[src/rtl/i2c_mem_pkg.sv]
package i2c_mem_pkg;

  typedef enum logic [3:0] {
    ST_IDLE,
    ST_ADDR,
    ST_ACK_WR,
    ST_SUB,
    ST_ACK_RX,
    ST_WDATA,
    ST_ACK_RD,
    ST_TX,
    ST_TX_ACK,
    ST_TX_RESUME,
    ST_HOLD
  } tgt_state_t;

  // strobes from control to datapath, one cycle each
  typedef struct packed {
    logic rxShift;
    logic subLoad;
    logic memWrite;
    logic addrInc;
    logic txLoad;
    logic txShift;
  } dp_ctl_t;

endpackage

[src/rtl/i2c_mem_edge.sv]
module i2c_mem_edge #(
  parameter int SYNC_STAGES = 2
) (
  input  logic clk,
  input  logic rstN,
  input  logic sclIn,
  input  logic sdaIn,
  output logic sclLvl,
  output logic sdaLvl,
  output logic sclRise,
  output logic sclFall,
  output logic startSeen,
  output logic stopSeen
);

  logic [SYNC_STAGES-1:0] sclPipe;
  logic [SYNC_STAGES-1:0] sdaPipe;
  logic sclPrev;
  logic sdaPrev;

  always_ff @(posedge clk or negedge rstN) begin
    if (!rstN) begin
      sclPipe <= '1;
      sdaPipe <= '1;
      sclPrev <= 1'b1;
      sdaPrev <= 1'b1;
    end else begin
      sclPipe[0] <= sclIn;
      sdaPipe[0] <= sdaIn;
      for (int i = 1; i < SYNC_STAGES; i++) begin
        sclPipe[i] <= sclPipe[i-1];
        sdaPipe[i] <= sdaPipe[i-1];
      end
      sclPrev <= sclLvl;
      sdaPrev <= sdaLvl;
    end
  end

  assign sclLvl    = sclPipe[SYNC_STAGES-1];
  assign sdaLvl    = sdaPipe[SYNC_STAGES-1];
  assign sclRise   = sclLvl & ~sclPrev;
  assign sclFall   = ~sclLvl & sclPrev;
  assign startSeen = sclLvl & sclPrev & sdaPrev & ~sdaLvl;
  assign stopSeen  = sclLvl & sclPrev & ~sdaPrev & sdaLvl;

endmodule

[src/rtl/i2c_mem_ctrl.sv]
module i2c_mem_ctrl
  import i2c_mem_pkg::*;
#(
  parameter int DW = 8
) (
  input  logic    clk,
  input  logic    rstN,
  input  logic    sclRise,
  input  logic    sclFall,
  input  logic    startSeen,
  input  logic    stopSeen,
  input  logic    sdaLvl,
  input  logic    addrHit,
  input  logic    rwBit,
  input  logic    txMsb,
  output dp_ctl_t ctl,
  output logic    sdaPullLow
);

  localparam int CNT_W = $clog2(DW + 1);
  localparam logic [CNT_W-1:0] BYTE_END = CNT_W'(DW);

  tgt_state_t state, stateNxt;
  logic [CNT_W-1:0] bitCnt, bitCntNxt;

  always_comb begin
    stateNxt  = state;
    bitCntNxt = bitCnt;
    ctl       = '0;
    if (stopSeen) begin
      stateNxt  = ST_IDLE;
      bitCntNxt = '0;
    end else if (startSeen) begin
      stateNxt  = ST_ADDR;
      bitCntNxt = '0;
    end else begin
      case (state)
        ST_ADDR, ST_SUB, ST_WDATA: begin
          if (sclRise && bitCnt < BYTE_END) begin
            ctl.rxShift = 1'b1;
            bitCntNxt   = bitCnt + 1'b1;
          end else if (sclFall && bitCnt == BYTE_END) begin
            bitCntNxt = '0;
            if (state == ST_ADDR) begin
              if (!addrHit) begin
                stateNxt = ST_HOLD;
              end else if (rwBit) begin
                stateNxt   = ST_ACK_RD;
                ctl.txLoad = 1'b1;
              end else begin
                stateNxt = ST_ACK_WR;
              end
            end else if (state == ST_SUB) begin
              ctl.subLoad = 1'b1;
              stateNxt    = ST_ACK_RX;
            end else begin
              ctl.memWrite = 1'b1;
              ctl.addrInc  = 1'b1;
              stateNxt     = ST_ACK_RX;
            end
          end
        end
        ST_ACK_WR:    if (sclFall) stateNxt = ST_SUB;
        ST_ACK_RX:    if (sclFall) stateNxt = ST_WDATA;
        ST_ACK_RD:    if (sclFall) stateNxt = ST_TX;
        ST_TX: begin
          if (sclRise) begin
            bitCntNxt = bitCnt + 1'b1;
          end else if (sclFall) begin
            if (bitCnt == BYTE_END) begin
              stateNxt    = ST_TX_ACK;
              bitCntNxt   = '0;
              ctl.addrInc = 1'b1;
            end else begin
              ctl.txShift = 1'b1;
            end
          end
        end
        ST_TX_ACK: begin
          if (sclRise) begin
            if (sdaLvl) begin
              stateNxt = ST_HOLD;
            end else begin
              stateNxt   = ST_TX_RESUME;
              ctl.txLoad = 1'b1;
            end
          end
        end
        ST_TX_RESUME: if (sclFall) stateNxt = ST_TX;
        default: ;
      endcase
    end
  end

  always_ff @(posedge clk or negedge rstN) begin
    if (!rstN) begin
      state  <= ST_IDLE;
      bitCnt <= '0;
    end else begin
      state  <= stateNxt;
      bitCnt <= bitCntNxt;
    end
  end

  always_comb begin
    case (state)
      ST_ACK_WR, ST_ACK_RX, ST_ACK_RD: sdaPullLow = 1'b1;
      ST_TX:                           sdaPullLow = ~txMsb;
      default:                         sdaPullLow = 1'b0;
    endcase
  end

  // start restarts address reception
  a_r1_start_restart: assert property (@(posedge clk) disable iff (!rstN)
    startSeen && !stopSeen |=> state == ST_ADDR && bitCnt == '0);

  // stop returns to idle
  a_r8_stop_idle: assert property (@(posedge clk) disable iff (!rstN)
    stopSeen |=> state == ST_IDLE);

  // an address acknowledge needs a datapath match
  a_r2_ack_needs_hit: assert property (@(posedge clk) disable iff (!rstN)
    (state == ST_ACK_WR || state == ST_ACK_RD) && $past(state) == ST_ADDR
    |-> $past(addrHit));

  // negative acknowledge silences the target
  a_r7_nack_release: assert property (@(posedge clk) disable iff (!rstN)
    state == ST_TX_ACK && sclRise && sdaLvl && !startSeen && !stopSeen
    |=> state == ST_HOLD && !sdaPullLow);

  // bit counter never runs past a byte
  a_r4_cnt_bound: assert property (@(posedge clk) disable iff (!rstN)
    bitCnt <= BYTE_END);

endmodule

[src/rtl/i2c_mem_dp.sv]
module i2c_mem_dp
  import i2c_mem_pkg::*;
#(
  parameter int ADDR_W = 8,
  parameter int DW     = 8
) (
  input  logic              clk,
  input  logic              rstN,
  input  dp_ctl_t           ctl,
  input  logic              sdaLvl,
  input  logic [6:0]        ownAddr,
  input  logic [ADDR_W-1:0] dbgAddr,
  output logic              addrHit,
  output logic              rwBit,
  output logic              txMsb,
  output logic [DW-1:0]     dbgData
);

  localparam int DEPTH = 1 << ADDR_W;

  logic [DW-1:0]     rxByte;
  logic [DW-1:0]     txByte;
  logic [ADDR_W-1:0] wordAddr;
  logic [DW-1:0]     mem [DEPTH];

  always_ff @(posedge clk or negedge rstN) begin
    if (!rstN) begin
      rxByte   <= '0;
      txByte   <= '1;
      wordAddr <= '0;
    end else begin
      if (ctl.rxShift) rxByte <= {rxByte[DW-2:0], sdaLvl};
      if (ctl.subLoad)      wordAddr <= rxByte[ADDR_W-1:0];
      else if (ctl.addrInc) wordAddr <= wordAddr + 1'b1;
      if (ctl.txLoad)       txByte <= mem[wordAddr];
      else if (ctl.txShift) txByte <= {txByte[DW-2:0], 1'b1};
    end
  end

  always_ff @(posedge clk) begin
    if (ctl.memWrite) mem[wordAddr] <= rxByte;
  end

  assign addrHit = rxByte[DW-1:1] == ownAddr;
  assign rwBit   = rxByte[0];
  assign txMsb   = txByte[DW-1];
  assign dbgData = mem[dbgAddr];

  // a written byte lands at the pointer it was aimed at
  a_r4_write_lands: assert property (@(posedge clk) disable iff (!rstN)
    $past(ctl.memWrite) |-> mem[$past(wordAddr)] == $past(rxByte));

  // pointer wraps to zero
  a_r5_wrap: assert property (@(posedge clk) disable iff (!rstN)
    ctl.addrInc && !ctl.subLoad && wordAddr == '1 |=> wordAddr == '0);

  // pointer load and advance never requested together
  a_r3_one_ptr_op: assert property (@(posedge clk) disable iff (!rstN)
    !(ctl.subLoad && ctl.addrInc));

endmodule

[src/rtl/i2c_mem_target.sv]
module i2c_mem_target
  import i2c_mem_pkg::*;
#(
  parameter int ADDR_W      = 8,
  parameter int SYNC_STAGES = 2
) (
  input  logic              clk,
  input  logic              rstN,
  input  logic              sclIn,
  input  logic              sdaIn,
  output logic              sdaPullLow,
  input  logic [6:0]        ownAddr,
  input  logic [ADDR_W-1:0] dbgAddr,
  output logic [7:0]        dbgData
);

  localparam int DW = 8;

  logic sclLvl, sdaLvl, sclRise, sclFall, startSeen, stopSeen;
  logic addrHit, rwBit, txMsb;
  dp_ctl_t ctl;

  i2c_mem_edge #(.SYNC_STAGES(SYNC_STAGES)) u_edge (
    .clk(clk), .rstN(rstN), .sclIn(sclIn), .sdaIn(sdaIn),
    .sclLvl(sclLvl), .sdaLvl(sdaLvl), .sclRise(sclRise), .sclFall(sclFall),
    .startSeen(startSeen), .stopSeen(stopSeen)
  );

  i2c_mem_ctrl #(.DW(DW)) u_ctrl (
    .clk(clk), .rstN(rstN), .sclRise(sclRise), .sclFall(sclFall),
    .startSeen(startSeen), .stopSeen(stopSeen), .sdaLvl(sdaLvl),
    .addrHit(addrHit), .rwBit(rwBit), .txMsb(txMsb),
    .ctl(ctl), .sdaPullLow(sdaPullLow)
  );

  i2c_mem_dp #(.ADDR_W(ADDR_W), .DW(DW)) u_dp (
    .clk(clk), .rstN(rstN), .ctl(ctl), .sdaLvl(sdaLvl), .ownAddr(ownAddr),
    .dbgAddr(dbgAddr), .addrHit(addrHit), .rwBit(rwBit), .txMsb(txMsb),
    .dbgData(dbgData)
  );

  // drive changes only with SCL low (or when a start/stop releases it)
  a_r9_sda_moves_scl_low: assert property (@(posedge clk) disable iff (!rstN)
    !$stable(sdaPullLow) |-> !sclLvl || $past(startSeen || stopSeen));

endmodule

[config.mk]
export PLATFORM = sky130hd
export DESIGN_NAME = i2c_mem_target
export DESIGN_NICKNAME = d
export VERILOG_FILES = /design/src/rtl/i2c_mem_pkg.sv /design/src/rtl/i2c_mem_edge.sv /design/src/rtl/i2c_mem_ctrl.sv /design/src/rtl/i2c_mem_dp.sv /design/src/rtl/i2c_mem_target.sv
export SDC_FILE = /design/constraint.sdc
export NUM_CORES = 2
export LEC_CHECK = 0
export BUFFER_PORTS_ARGS = -buffer_cell sky130_fd_sc_hd__buf_2
export CORE_MARGIN = 2
export CORE_UTILIZATION = 50
export CTS_CLUSTER_DIAMETER = 60
export CTS_CLUSTER_SIZE = 30
export DETAILED_ROUTE_END_ITERATION = 8
export PLACE_DENSITY = 0.65
export SYNTH_ARGS = -nofsm -noshare
export SYNTH_HDL_FRONTEND = slang
export SYNTH_SLANG_ARGS = --single-unit
export TNS_END_PERCENT = 30
[constraint.sdc]
create_clock -name clk -period 12.2 [get_ports clk]
set_input_delay 2.44 -clock clk [delete_from_list [all_inputs] [get_ports clk]]
set_output_delay 2.44 -clock clk [all_outputs]
set_load 0.03 [all_outputs]
* Word-level counts from Yosys, hierarchy flattened
Memory sizes are Yosys's and may differ from the RTL's. Index checks and enable logic that the tools add are counted.
Operators by class: add/subtract/negate cells 2, $mul 0, divide/modulo/power cells 0, magnitude comparators 1, equal/unequal tests 23, shift-type cells 0, muxes and demuxes 54, bitwise logic cells 12, reduce and logical (&&, ||, !) cells 11
Operators by type and width (count):
- 2-to-1 mux 4 bit | 22
- 2-to-1 mux 8 bit | 4
- != test 4 x 3 -> 1 bit, second input constant | 6
- one-hot mux 4 bit (6 select lines) | 1
- equality test 4 x 3 -> 1 bit, second input constant | 4
- 2-to-1 mux 1 bit | 16
- != test 5 x 3 -> 1 bit, second input constant | 3
- equality test 4 bit, second input constant | 3
- 2-to-1 mux 6 bit | 2
- AND reduction 10 bit | 1
- 2-to-1 mux 3 bit | 3
- adder 8 x 1 -> 8 bit, second input constant | 1
- equality test 4 x 2 -> 1 bit, second input constant | 2
- != test 4 bit, second input constant | 2
- one-hot mux 4 bit (2 select lines) | 1
- nonzero test 8 bit | 1
- AND 1 bit | 7
- equality test 7 bit | 1
- one-hot mux 1 bit (2 select lines) | 3
- OR reduction 3 bit | 2
- NOT 1 bit | 5
- adder 4 x 1 -> 4 bit, second input constant | 1
- equality test 4 x 1 -> 1 bit, second input constant | 1
- < comparator 4 bit, second input constant | 1
- other kinds (7) | 10
Word-level totals: register bits after elaboration 38, bits in latches 0, RAM bits 2048, ROM bits 0, input port bits 19, output and inout port bits 9, word-level logic and storage cells 113, memories 1
Memories:
- u_dp.mem | words 256, bits a word 8, read ports 2, clocked after memory_dff 0, wr ports 1, line i2c_mem_dp.sv:24 | logic [DW-1:0] mem [DEPTH];

* Longest topological paths before layout
word-level depth 10, gate-level depth with buffers 12

* By module
Synthesis repeated with hierarchy kept, for this count alone.
Second synthesis, totals: cells, all modules 5146, area total of the unflattened synthesis 98206.7 um^2
By module, submodules not included:
- i2c_mem_dp | instances 1, cells an instance 5044, area each 97242.0 um^2
- i2c_mem_ctrl | instances 1, cells an instance 92, area each 774.5 um^2
- i2c_mem_edge | instances 1, cells an instance 10, area each 190.2 um^2

* Least setup slack after synthesis
Ideal clock, no wire load.
kind input to output, from in dbgAddr[1], to out dbgData[0], arrival 4749 ps, required time 9760 ps, slack 5011 ps, stages on the path 9, path through buf_2 -> clkbuf_1 -> clkbuf_1 -> mux4_2 -> mux4_2 -> mux2i_1 -> a22oi_1 -> nand2_1 -> nor3b_1
Between the ends: cells in the longest elaborated chain, start to end 1
Ends and longest elaborated chain:
- start: declaration | line i2c_mem_target.sv:13 | input logic [ADDR_W-1:0] dbgAddr,
- memory read (256 x 8 bit)
- end: declaration | line i2c_mem_target.sv:14 | output logic [7:0] dbgData
No other way between the ends.

* Final worst setup path
from in dbgAddr[1], to out dbgData[3]
The elaborated chain is that of the path after synthesis.

==> reports/qor.txt <==
fin. max-slew vios - 0
clk_lat worst skew - 0.88 ns
mux contribution to synthesized area - 0.277
Post-Synth Simple-Gate Area - 0.0298
maxcap violations - 0
drt pass-1 iters - 6
total grt overflow - 0
most frequent cells in the layout - 2048 x edfxtp_1, 1004 x mux4_2, 312 x nor2_1, 297 x mux2i_1, 167 x buf_4
first-pass GRT wire length - 449000 um
status - complete, no violations
YS warnings - 0
synthesis-stage register bit count - 2086
Hold Crit Class - register to register
leak pwr - 31.3 nW
I/O pin count - 28
DR vias - 57500
slowest CP cell - mux2i_1
WL final - 327000 um
CP startpoint - dbgAddr[1]
clock skew - 0.0572 ns
Placer Congestion - 0.952
CTS root buf - clkbuf_16
Iter 0 DRT Violations - 9891
Post-synth EDFFs - 2048
num rows - 162
main combinational cell family by area after synthesis - multiplexers
CTS Hold Buffers Added - 0
initial core utilization - 0.504
syn nets - 5054
htree depth - 4
endpoints failing hold - 0
Layout area overhead - 8.48%
crit share post-route - 0.763
cells after synthesis - 5029
final core occ - 0.547
Die X-Extent - 448 um
Setup violations, final - 0
Vias/cell - 7.41
CP max FO - 73
PwrDens - 146 nW/um2
WP buf/inv - 4
DRC errors left - 0
sequential area share after synthesis - 0.635
Top Family by Delay on Critical Path - multiplexers
number of setup buffers added after CTS - 0
DIE AREA - 200000 um2
XOR/XNOR Fraction of Synth Area - 0.00125
share of the synthesized area in the top cell type - 0.625
dpl hpwl - 208000 um
Placed Cells - 7456
Final Net Count - 5009
Async S/R FF share, synth - 0.0182
kind of critical path - primary input to primary output
Peak VDD IR - 0.136 mV
Max stage delay on crit path - 0.86 ns
relative slew slack - 0.0189
worst-case clock buffer depth - 3
Die Span Y - 448 um
Post-CTS Resized - 0
commonest non-fill, non-tap cell in the layout - edfxtp_1
share of layout cells above drive strength 1 - 0.318
Mapped Avg Cell Area - 19.6 um2
Setup TNS - 0 ns
reg2reg start - u_dp.wordAddr[0]$_DFFE_PN0P_
CORE AREA - 195000 um2
fmax - 107 MHz
Least-Margin Pin Slew - 1.47 ns
Req. time, crit path - 9.76 ns
compound-gate portion of the synthesized area - 0.0332
Post-Layout Cell Count - 7752
Worst setup EP type - primary output
Unique masters post-synth - 83
initial antenna violation count - 28
post-synth top area cell - edfxtp_1
routed len/inst - 42.1 um
Critical Path, Cell by Cell - buf_8 > buf_12 > buf_4 > mux4_2 > mux4_2 > mux2i_1 > a22oi_1 > nand2_1 > nor3b_1 > buf_2
Synth Area in Adders - 0.000763
largest net degree at the start of global routing - 125
CP dominant cell by count - mux4_2
Main synth FF type - edfxtp_1
RSZ-0062 raised after global routing - false
Critical Path Source Type - primary input
Num CTS Buffers - 150
fin crit period - 9.31 ns
vias in the first global route - 55300
TritonCTS clock tree - done
Hold Startpoint - u_edge.sclPipe[0]$_DFF_PN1_
worst endpoint data arrival time - 6.87 ns
antenna-violating nets left - 0
Buffers on Ports - 27
# clock sinks - 2086
Synth area leaders - edfxtp_1 63%, mux4_2 23%, mux2i_1 3.0%
Post-Syn Area - 98400 um2
GRT Total Usage - 0.327
Clock transition at path regs - 0.07 ns
area by class of cell:
type                       instances  area (um2)
antenna                           18        45.0
clock buffer                     162        3850
clock inverter                   116        1420
fill                           14800       88500
inverter                           9        33.8
multi-input combinational       2529       33800
sequential                      2086       62500
tap                             2624        3280
timing repair buffer             208        1740
metal layers:
metal | up-vias | global-route usage | wire length (um)
li1 | 21600 | - | -
met1 | 30600 | 0.448 | 118000
met2 | 4405 | 0.482 | 147000
met3 | 818 | 0.0937 | 42400
met4 | 20 | 0.164 | 18900
met5 | - | 0 | 184
cells in the mapped netlist (13+ instances only):
cell / n
nor2_1: 317
mux2i_1: 297
nor3_1: 25
xnor2_1: 13
o22ai_1: 48
buf_4: 67
buf_1: 33
edfxtp_1: 2048
a31oi_1: 14
dfstp_2: 14
buf_6: 36
a22o_1: 24
nand2_1: 111
nand2b_1: 16
nand3_1: 39
dfrtp_1: 24
a211oi_1: 29
mux4_2: 1004
buf_2: 120
mux4_1: 29
a21oi_1: 66
mux2_2: 80
a22oi_1: 110
a221oi_1: 28
clkbuf_1: 145
nand4_1: 17
nor2b_1: 34
o21ai_0: 50
final timing paths:
| path | endpoint | slack, ns | cells past startpoint |
|---|---|---|---|
| min | u_edge.sclPipe[1]$_DFF_PN1_ | 0.36 | 0 |
| max reg2reg | u_dp.txByte[3]$_DFFE_PN1P_ | 6.47 | 11 |
| max | dbgData[3] | 2.89 | 10 |
| min reg2reg | u_edge.sclPipe[1]$_DFF_PN1_ | 0.36 | 0 |
| max in group asynchronous | u_dp.wordAddr[1]$_DFFE_PN0P_ | 9.51 | 1 |
| min in group asynchronous | u_dp.rxByte[0]$_DFFE_PN0P_ | 1.81 | 1 |
sequential cells by signal, indices dropped and copies added, names as in the netlist:
signal and flops:
u_dp.txByte 8, u_dp.mem 2048, u_ctrl.state 4, u_edge.sdaPrev 1
u_edge.sclPrev 1, u_edge.sclPipe 2, u_edge.sdaPipe 2, u_ctrl.bitCnt 4
u_dp.rxByte 8, u_dp.wordAddr 8
stage by stage:
step	setup slack (ns)	hold slack (ns)	total power [W]	area, um2
finish	2.89	0.362	0.0156	107000
global route	3.04	0.366	0.0160	107000
CTS	3.20	0.366	0.0156	107000
detailed placement	3.20	0.355	0.0103	101000
global placement	3.19	0.350	0.0102	101000
floorplan	5.01	0.345	0.00978	98400
worst register-to-register path: stages, from the launching register on:
cell	delay (ns)
dfrtp_4	0.76
buf_4	0.73
buf_4	0.73
buf_12	0.63
or4b_1	0.69
o22ai_1	0.18
a211oi_1	0.27
nand4_1	0.17
a211oi_1	0.84
o311ai_0	0.22
buf_4	0.22
a32oi_1	0.19
kinds of logic (layout without fill, tap and decap cells):
logic type / after synthesis / in the layout
adders and majority gates: 6 / 6
AOI/OAI and AO/OA: 462 / 462
DFF: 2086 / 2086
buffers and inverters: 414 / 495
xor gates and xnor gates: 14 / 14
and+or+nand+nor: 637 / 637
muxes: 1410 / 1410
other: 0 / 18
power by group:
| group | total (W) | internal, W | switching, W |
|---|---|---|---|
| clock network | 0.00547 | 0.00255 | 0.00292 |
| logic | 0.00125 | 0.000301 | 0.000947 |
| registers | 0.00889 | 0.00864 | 0.000252 |
| total | 0.0156 | 0.0115 | 0.00412 |
No activity file was read; power rests on OpenSTA's default activity.
